===== config.mk =====
export PLATFORM = sky130hd
export DESIGN_NAME = pwr_arbiter
export DESIGN_NICKNAME = d
export VERILOG_FILES = /design/src/rtl/pwr_arb_pkg.sv /design/src/rtl/pwr_sub_hold.sv /design/src/rtl/pwr_seq_fsm.sv /design/src/rtl/pwr_arbiter.sv
export SDC_FILE = /design/constraint.sdc
export NUM_CORES = 1
export LEC_CHECK = 0
export BUFFER_PORTS_ARGS = -buffer_cell sky130_fd_sc_hd__buf_2
export CAP_MARGIN = 40
export CORE_MARGIN = 5
export CORE_UTILIZATION = 49
export CTS_CLUSTER_DIAMETER = 60
export DETAILED_ROUTE_END_ITERATION = 7
export PLACE_DENSITY_LB_ADDON = 0.25
export RECOVER_POWER = 25
export SYNTH_ARGS = -nofsm -noshare
export SYNTH_HDL_FRONTEND = slang
export SYNTH_SLANG_ARGS = --single-unit

===== constraint.sdc =====
create_clock -name clk -period 2 [get_ports clk]
set_input_delay 0 -clock clk [delete_from_list [all_inputs] [get_ports clk]]
set_output_delay 0 -clock clk [all_outputs]
set_load 0.1 [all_outputs]

===== src/rtl/pwr_arb_pkg.sv =====
package pwr_arb_pkg;

    localparam int NSUB = 2;
    localparam int APP  = 0;
    localparam int NET  = 1;

    typedef enum logic [1:0] {
        REQ_RUN  = 2'b00,
        REQ_IDLE = 2'b01,
        REQ_DEEP = 2'b10,
        REQ_RSVD = 2'b11
    } sub_req_e;

    typedef enum logic [1:0] {
        CHIP_ACTIVE = 2'b00,
        CHIP_DEEP   = 2'b01,
        CHIP_HIB    = 2'b10,
        CHIP_MOVING = 2'b11
    } chip_st_e;

    typedef enum logic [1:0] {
        LVL_OFF  = 2'b00,
        LVL_LOW  = 2'b01,
        LVL_HIGH = 2'b10,
        LVL_RSVD = 2'b11
    } vlvl_e;

    typedef enum logic [3:0] {
        SQ_ACTIVE,
        SQ_ENT_PLL,
        SQ_ENT_OSC,
        SQ_ENT_VLT,
        SQ_DEEP,
        SQ_HIB,
        SQ_EX_VLT,
        SQ_EX_OSC,
        SQ_EX_PLL
    } seq_st_e;

    typedef struct packed {
        chip_st_e chip;
        vlvl_e    lvl;
        logic     osc;
        logic     pll;
    } drive_t;

    function automatic logic is_deep(logic [1:0] r);
        return r == REQ_DEEP;
    endfunction

    // Output drive associated with each sequencer state.
    function automatic drive_t drive_of(seq_st_e s);
        drive_t d;
        case (s)
            SQ_ACTIVE:  d = '{CHIP_ACTIVE, LVL_HIGH, 1'b1, 1'b1};
            SQ_ENT_PLL: d = '{CHIP_MOVING, LVL_HIGH, 1'b1, 1'b0};
            SQ_ENT_OSC: d = '{CHIP_MOVING, LVL_HIGH, 1'b0, 1'b0};
            SQ_ENT_VLT: d = '{CHIP_MOVING, LVL_LOW,  1'b0, 1'b0};
            SQ_DEEP:    d = '{CHIP_DEEP,   LVL_LOW,  1'b0, 1'b0};
            SQ_HIB:     d = '{CHIP_HIB,    LVL_OFF,  1'b0, 1'b0};
            SQ_EX_VLT:  d = '{CHIP_MOVING, LVL_HIGH, 1'b0, 1'b0};
            SQ_EX_OSC:  d = '{CHIP_MOVING, LVL_HIGH, 1'b1, 1'b0};
            SQ_EX_PLL:  d = '{CHIP_MOVING, LVL_HIGH, 1'b1, 1'b1};
            default:    d = '{CHIP_ACTIVE, LVL_HIGH, 1'b1, 1'b1};
        endcase
        return d;
    endfunction

endpackage


===== src/rtl/pwr_sub_hold.sv =====
module pwr_sub_hold
    import pwr_arb_pkg::*;
(
    input  logic       clk,
    input  logic       rst,
    input  logic [1:0] req,
    input  logic       wake,
    input  seq_st_e    st,
    input  logic       rel_all,
    output logic       hold,
    output logic       pend
);

    logic hold_q;
    logic pend_q;
    logic prev_deep;
    logic deep_now;

    assign deep_now = is_deep(req);
    assign hold     = hold_q | (st == SQ_HIB);
    assign pend     = pend_q;

    always_ff @(posedge clk) begin
        if (rst) begin
            hold_q    <= 1'b0;
            pend_q    <= 1'b0;
            prev_deep <= 1'b0;
        end else begin
            prev_deep <= deep_now;
            if (rel_all) begin
                // hibernate exit: subsystem restarts with nothing kept
                hold_q <= 1'b0;
                pend_q <= 1'b0;
            end else if (hold) begin
                if (wake) begin
                    pend_q <= 1'b1;
                end
                if (st == SQ_HIB) begin
                    hold_q <= 1'b1;
                end
                if (st == SQ_ACTIVE && pend_q) begin
                    hold_q <= 1'b0;
                    pend_q <= 1'b0;
                end
            end else if (st == SQ_ACTIVE && deep_now && !prev_deep) begin
                hold_q <= 1'b1;
            end
        end
    end

endmodule


===== src/rtl/pwr_seq_fsm.sv =====
module pwr_seq_fsm
    import pwr_arb_pkg::*;
#(
    parameter int OSC_SETTLE = 8
) (
    input  logic            clk,
    input  logic            rst,
    input  logic [NSUB-1:0] hold,
    input  logic [NSUB-1:0] pend,
    input  logic [NSUB-1:0] wake_held,
    input  logic            hib_req,
    input  logic [1:0]      reg_lvl,
    input  logic            pll_lock,
    output seq_st_e         st,
    output logic            rel_all
);

    localparam int CW = $clog2(OSC_SETTLE + 1);
    localparam logic [CW-1:0] CNT_LAST = CW'(OSC_SETTLE - 1);

    seq_st_e       nxt;
    logic [CW-1:0] cnt;
    logic          from_hib;
    logic          abort;

    assign abort   = (|pend) | (|wake_held);
    assign rel_all = (st == SQ_ACTIVE) && from_hib;

    always_comb begin
        nxt = st;
        case (st)
            SQ_ACTIVE: begin
                if (hib_req && !hold[APP]) begin
                    nxt = SQ_HIB;
                end else if ((&hold) && !abort && !from_hib) begin
                    nxt = SQ_ENT_PLL;
                end
            end
            SQ_ENT_PLL: nxt = abort ? SQ_EX_VLT : SQ_ENT_OSC;
            SQ_ENT_OSC: nxt = abort ? SQ_EX_VLT : SQ_ENT_VLT;
            SQ_ENT_VLT: begin
                if (abort) begin
                    nxt = SQ_EX_VLT;
                end else if (reg_lvl == LVL_LOW) begin
                    nxt = SQ_DEEP;
                end
            end
            SQ_DEEP: begin
                if (abort) begin
                    nxt = SQ_EX_VLT;
                end
            end
            SQ_HIB: begin
                if (|wake_held) begin
                    nxt = SQ_EX_VLT;
                end
            end
            SQ_EX_VLT: begin
                if (reg_lvl == LVL_HIGH) begin
                    nxt = SQ_EX_OSC;
                end
            end
            SQ_EX_OSC: begin
                if (cnt == CNT_LAST) begin
                    nxt = SQ_EX_PLL;
                end
            end
            SQ_EX_PLL: begin
                if (pll_lock) begin
                    nxt = SQ_ACTIVE;
                end
            end
            default: nxt = SQ_ACTIVE;
        endcase
    end

    always_ff @(posedge clk) begin
        if (rst) begin
            st       <= SQ_ACTIVE;
            cnt      <= '0;
            from_hib <= 1'b0;
        end else begin
            st <= nxt;
            if (st == SQ_EX_OSC) begin
                cnt <= cnt + CW'(1);
            end else begin
                cnt <= '0;
            end
            if (st == SQ_HIB) begin
                from_hib <= 1'b1;
            end else if (st == SQ_ACTIVE) begin
                from_hib <= 1'b0;
            end
        end
    end

endmodule


===== src/rtl/pwr_arbiter.sv =====
module pwr_arbiter
    import pwr_arb_pkg::*;
#(
    parameter int OSC_SETTLE = 8
) (
    input  logic       clk,
    input  logic       rst,
    input  logic [1:0] app_req,
    input  logic [1:0] net_req,
    input  logic       app_hib_req,
    input  logic       app_wake,
    input  logic       net_wake,
    input  logic [1:0] reg_lvl,
    input  logic       pll_lock,
    output logic [1:0] chip_state,
    output logic [1:0] vsel,
    output logic       osc_en,
    output logic       pll_en,
    output logic       app_hold,
    output logic       net_hold
);

    logic [1:0]      req_v [NSUB];
    logic [NSUB-1:0] wake_v;
    logic [NSUB-1:0] hold_v;
    logic [NSUB-1:0] pend_v;
    logic [NSUB-1:0] wake_held;
    seq_st_e         st;
    logic            rel_all;
    drive_t          drv;

    assign req_v[APP]  = app_req;
    assign req_v[NET]  = net_req;
    assign wake_v[APP] = app_wake;
    assign wake_v[NET] = net_wake;

    generate
        for (genvar i = 0; i < NSUB; i++) begin : g_sub
            pwr_sub_hold u_hold (
                .clk     (clk),
                .rst     (rst),
                .req     (req_v[i]),
                .wake    (wake_v[i]),
                .st      (st),
                .rel_all (rel_all),
                .hold    (hold_v[i]),
                .pend    (pend_v[i])
            );
            assign wake_held[i] = wake_v[i] & hold_v[i];
        end
    endgenerate

    pwr_seq_fsm #(
        .OSC_SETTLE (OSC_SETTLE)
    ) u_seq (
        .clk       (clk),
        .rst       (rst),
        .hold      (hold_v),
        .pend      (pend_v),
        .wake_held (wake_held),
        .hib_req   (app_hib_req),
        .reg_lvl   (reg_lvl),
        .pll_lock  (pll_lock),
        .st        (st),
        .rel_all   (rel_all)
    );

    assign drv        = drive_of(st);
    assign chip_state = drv.chip;
    assign vsel       = drv.lvl;
    assign osc_en     = drv.osc;
    assign pll_en     = drv.pll;
    assign app_hold   = hold_v[APP];
    assign net_hold   = hold_v[NET];

endmodule


# == Yosys cells after proc, flatten, opt, wreduce, memory -nomap -nowiden ==
# Memory sizes are Yosys's and may differ from the RTL's. A register that Yosys moved wholly into a read port is not among the register bits.
# Index checks and enable logic that the tools add are counted.
# totals
out_inout_bits,8
n_memories,1
in_bits,12
ff_bits,15
romBits,96
# classes
n_addsub,1
reduce_logical,31
n_eq_ne,22
mux,27
bitwise_logic,6
# memory_table
name,words,word_bits,read_ports,rd_clocked_by_memory_dff,wr,line,text
(no name shown),16,6,1,1,0,pwr_arb_pkg.sv:54,case (s)
# ops
cell,n
$mux 4,11
$pmux 4 s9,1
$eq 4x3->1 const B,5
$mux 1,13
$ne 3x1->1 const B,4
$logic_and 1x1->1,10
$reduce_and 2->1,5
$reduce_bool 2->1,5
$eq 4x2->1 const B,2
$ne 2x1->1 const B,4
$reduce_or 2->1,4
$reduce_and 7->1,1
$eq 2x2->1 const B,3
$mux 3,2
$logic_not 1->1,5
$add 4x1->4 const B,1
$eq 4x1->1 const B,1
$eq 4x4->1 const B,1
$logic_not 4->1,1
$or 1x1->1,3
$and 1x1->1,2
$eq 2x1->1 const B,1
$ne 2x2->1 const B,1
$not 1->1,1

# == Logic depth before layout (Yosys ltp) ==
# depth
word_depth,13
ltp_mapped,8

# == Hierarchy ==
# From an unflattened synthesis, not the netlist that was laid out.
# unflattened
hier_cells,119
area_unflattened_um2,991.0
# by_module_without_submodules
module,cells_each,seq_area_each_um2,instances,area_each_um2
pwr_seq_fsm,67,180.2,1,593.1
pwr_sub_hold,16,60.1,2,147.6
pwr_arbiter,20,0.0,1,102.6

# == Least setup slack after synthesis ==
# Ideal clock, no wire load.
# synth_timing
path_kind,register to register
from,register u_seq.st[1]
to,"register, netlist name drv[3]"
required_time_ns,1.930
arrival_time_ns,1.750
slack_ns,0.180
stages_incl_launch_ff,7
synth_period_minus_slack_ns,1.820
setup_ns,0.070
cell_sequence,dfxtp_1 -> buf_2 -> nor2b_1 -> a32oi_1 -> a21oi_1 -> mux2_2 -> a21oi_1
# synth_via
elab_chain_len,12
# synth_rtl
item,line,text
start: declaration,pwr_seq_fsm.sv:14,"output seq_st_e st,"
start signal: assignment,pwr_seq_fsm.sv:83,st <= nxt;
$eq 4x3->1,"pwr_sub_hold.sv:20, pwr_seq_fsm.sv:31",
$or 1x1->1,pwr_sub_hold.sv:20,assign hold = hold_q | (st == SQ_HIB);
$and 1x1->1,pwr_arbiter.sv:49,assign wake_held[i] = wake_v[i] & hold_v[i];
$reduce_or 2->1,"pwr_seq_fsm.sv:26, pwr_seq_fsm.sv:54",
$or 1x1->1,pwr_seq_fsm.sv:26,assign abort = (|pend) | (|wake_held);
$logic_not 1->1,pwr_seq_fsm.sv:35,end else if ((&hold) && !abort && !from_hib) begin
$logic_and 1x1->1 (2 in series),pwr_seq_fsm.sv:35,
$ne 3x1->1 (no line),--,
$reduce_and 7->1 (no line),--,
$mux 4 (no line) * (2 in series),--,
# Every way passes the cells marked *; elsewhere a longest branch is shown, timed or not.
# A chain may end at the register's enable or synchronous reset.

# == Final worst setup path ==
# layout_timing
from,register u_seq.st[3]
to,register u_seq.st[0]
# layout_via
elab_chain_len,10
# layout_rtl
item,line
$eq 4x3->1,"pwr_sub_hold.sv:20, pwr_seq_fsm.sv:31"
$or 1x1->1,pwr_sub_hold.sv:20
$and 1x1->1,pwr_arbiter.sv:49
$reduce_or 2->1,"pwr_seq_fsm.sv:26, pwr_seq_fsm.sv:54"
$or 1x1->1,pwr_seq_fsm.sv:26
$logic_not 1->1,pwr_seq_fsm.sv:35
$logic_and 1x1->1 (2 in series),pwr_seq_fsm.sv:35
$ne 3x1->1 (no line),--
$reduce_and 7->1 (no line),--
# Parallel ways exist; a longest one is shown, timed or not.

==> results.txt <==
LEAKAGE - 0.6219 nW
die area - 3514 µm²
vias in the first global route - 1148
Starting Density - 52.28%
Cell Pwr Density - 1752 nW/µm²
Synth top area share - 35.33%
Post-synth EDFFs - 0
Largest stage delay, worst path - 0.56 ns
Seq cells post-synth - 21
WHS Endpoint - g_sub[0].u_hold.pend
worst clock skew - 0.004897 ns
CTS tree - built
DRC viols - 0
grt met1 use - 24.80%
WL/cell - 13.83 µm
drt initial violations - 35
Mapped Cells - 143
Die Span Y - 59.28 µm
RR Startpoint - u_seq.st[3]
worst r2r dst - u_seq.st[0]
Detailed Place HPWL - 2105 µm
Final Cycle Share - 96.71%
FFs w/ async S/R, synth - 0%
DRT antenna net count - 0
final hold viol count - 0
Worst Path Required - 2.23 ns
predominant post-synthesis flop cell - dfxtp_1
Synth area leaders - dfxtp_1 (35%), nor2_1 (6.9%), nand2b_1 (4.7%)
core area - 2276 µm²
Crit path arrival time - 2.16 ns
final net count - 192
global-route wire length before repair - 4968 µm
Synth Net Count - 156
status - complete, no violations
Via-to-Cell Ratio - 5.728
total grt overflow - 0
Num CTS Buffers - 3
maximum clock path buffer count - 2
Post-CTS Setup Inserts - 0
area leader, netlist - dfxtp_1
Hold Startpoint - app_wake
max-slew violations - 0
Antenna Cells - 0
antenna violations before repair - 0
worst hold path class - in2reg
routed via count - 1180
DR pass1 iterations - 4
Max VDD drop - 0.9700 mV
number of max-cap violations - 0
Design Area, Final - 1470 µm²
GRT met2 Usage - 28.39%
largest net degree at the start of global routing - 22
count leader, synth - nor2_1
crit path max fanout - 5
Min Hold Slack - 0.02231 ns
Worst R2R Setup Slack - 0.07 ns
Tot Pwr - 2.576 mW
fraction of layout cells with a size suffix above 1 - 23.03%
WHS Path Cells - 3
Worst-Margin Slew - 1.166 ns
sequential element share of the synthesized area - 35.33%
crit start category - flip-flop
Syn Area/Cell - 8.321 µm²
Synth top cells by count - nor2_1 (22), dfxtp_1 (21), a21oi_1 (10)
clk root buf - clkbuf_4
CTS H-tree depth - 1
IO Count - 20
Sink Count - 21
CTS clk-pin slew, worst paths - 0.12 ns
Slew headroom - 22.61%
Area growth, synth to finish - 23.55%
Setup crit end kind - flip-flop
minimum clock period - 1.934 ns
Placer Congestion - 0.8682
Syn Std Cell Area - 1190 µm²
unrepaired setup endpoints after global routing - true
PortBufs - 19
gr busiest metal - met2
Ys Warns - 0
Core Util, Final - 64.60%
cells on worst reg2reg path - 5
placed cell areas - 1389 µm²
critical path, cell by cell - and4bb_4 -> mux2i_1 -> o311a_1 -> or4_1 -> o31ai_1
row count - 17
clock latency on the worst-skew pair - 0.30 ns
critical path class - reg2reg
die width - 59.28 µm
Final Setup Violations - 0
Synth cell types - 45
slowest library cell on the worst path - or4_1
fmax - 517.0 MHz
GRT Total Usage - 18.35%
met3 Use GR - 1.961%
drt total wl - 2848 µm
placed cells by master (no fill, tap or decap), types with 2 or more instances in the layout:
cell type / instances
nor3_1: 6
o22a_1: 2
nor2b_1: 2
a311oi_1: 2
dlygate4sd3_1: 5
xnor2_1: 3
or4_1: 2
nand3_1: 3
mux2i_1: 3
buf_4: 14
a211oi_1: 2
buf_2: 13
clkbuf_4: 3
nor2_1: 22
a21o_1: 4
o21ai_0: 5
nand2b_1: 9
dfxtp_1: 21
or3_1: 2
and2_1: 3
a31oi_1: 2
inv_1: 4
nand2_1: 7
a21oi_1: 9
clkbuf_1: 6
o31ai_1: 2
per-stage QoR:
stage	setup TNS [ns]	cells	setup slack, ns
global placement	0	197	0.1679
finish	0	206	0.06583
detailed placement	0	197	0.1163
global route	-0.02399	206	-0.02368
CTS	0	206	0.05042
floorplan	0	143	0.1801
critical path, delay by kind of cell, from the launching register on:
| family | cells | cell delay (ns) |
|---|---|---|
| compound gates | 2 | 0.48 |
| flops | 1 | 0.36 |
| mux | 1 | 0.08 |
| simple gates | 2 | 0.94 |
layer usage:
layer / routed length [µm] / vias up
li1: - / 587
met1: 1252 / 541
met2: 1339 / 42
met3: 174 / 10
met4: 82 / 0
met5: 0 / -
kinds of logic after synthesis:
| logic type | count (synthesis) | share of synthesized area (%) |
|---|---|---|
| adders and majority gates | 1 | 1.051 |
| buffers and inverters | 12 | 4.626 |
| muxes | 4 | 3.470 |
| and+or+nand+nor | 64 | 29.44 |
| DFF | 21 | 35.33 |
| xor gates and xnor gates | 4 | 2.945 |
| AOI/OAI and AO/OA | 37 | 23.13 |
cell type report:
type / count / area [µm²]
multi-input combinational: 110 / 725.7
tap: 28 / 35.03
clock inverter: 1 / 5.005
inverter: 5 / 18.77
fill: 201 / 805.8
clock buffer: 3 / 22.52
timing repair buffer: 38 / 242.7
sequential: 21 / 420.4
power by group:
part	switching, mW	total [mW]	internal, mW
combinational	1.19	1.76	0.563
sequential	0.0772	0.616	0.539
clock	0.129	0.204	0.0746
total	1.40	2.58	1.18
registers in the layout, indices dropped and copies added, names as in the netlist:
| register | cells |
|---|---|
| g_sub.u_hold.prev_deep | 2 |
| g_sub.u_hold.hold_q | 2 |
| u_seq.from_hib | 1 |
| drv | 6 |
| g_sub.u_hold.pend | 2 |
| u_seq.cnt | 4 |
| u_seq.st | 4 |
worst max path at each step:
stage                startpoint     endpoint  slack (ns)  cells past startpoint
floorplan           u_seq.st[1]       drv[3]        0.18                      6
global placement    u_seq.st[3]       drv[5]        0.17                      6
detailed placement  u_seq.st[3]       drv[3]        0.12                      7
CTS                 u_seq.st[2]       drv[3]        0.05                      7
global route        u_seq.st[3]       drv[5]       -0.02                      6
finish              u_seq.st[3]  u_seq.st[0]        0.07                      5
timing repair:
item / 4_1_cts / 5_1_grt
endpoints found under the setup margin: 0 / 5
endpoints found under the hold margin: 3 / 0
gates resized for setup: 0 / 2
hold buffers: 5 / 0
(Power assumes the default switching activity.)
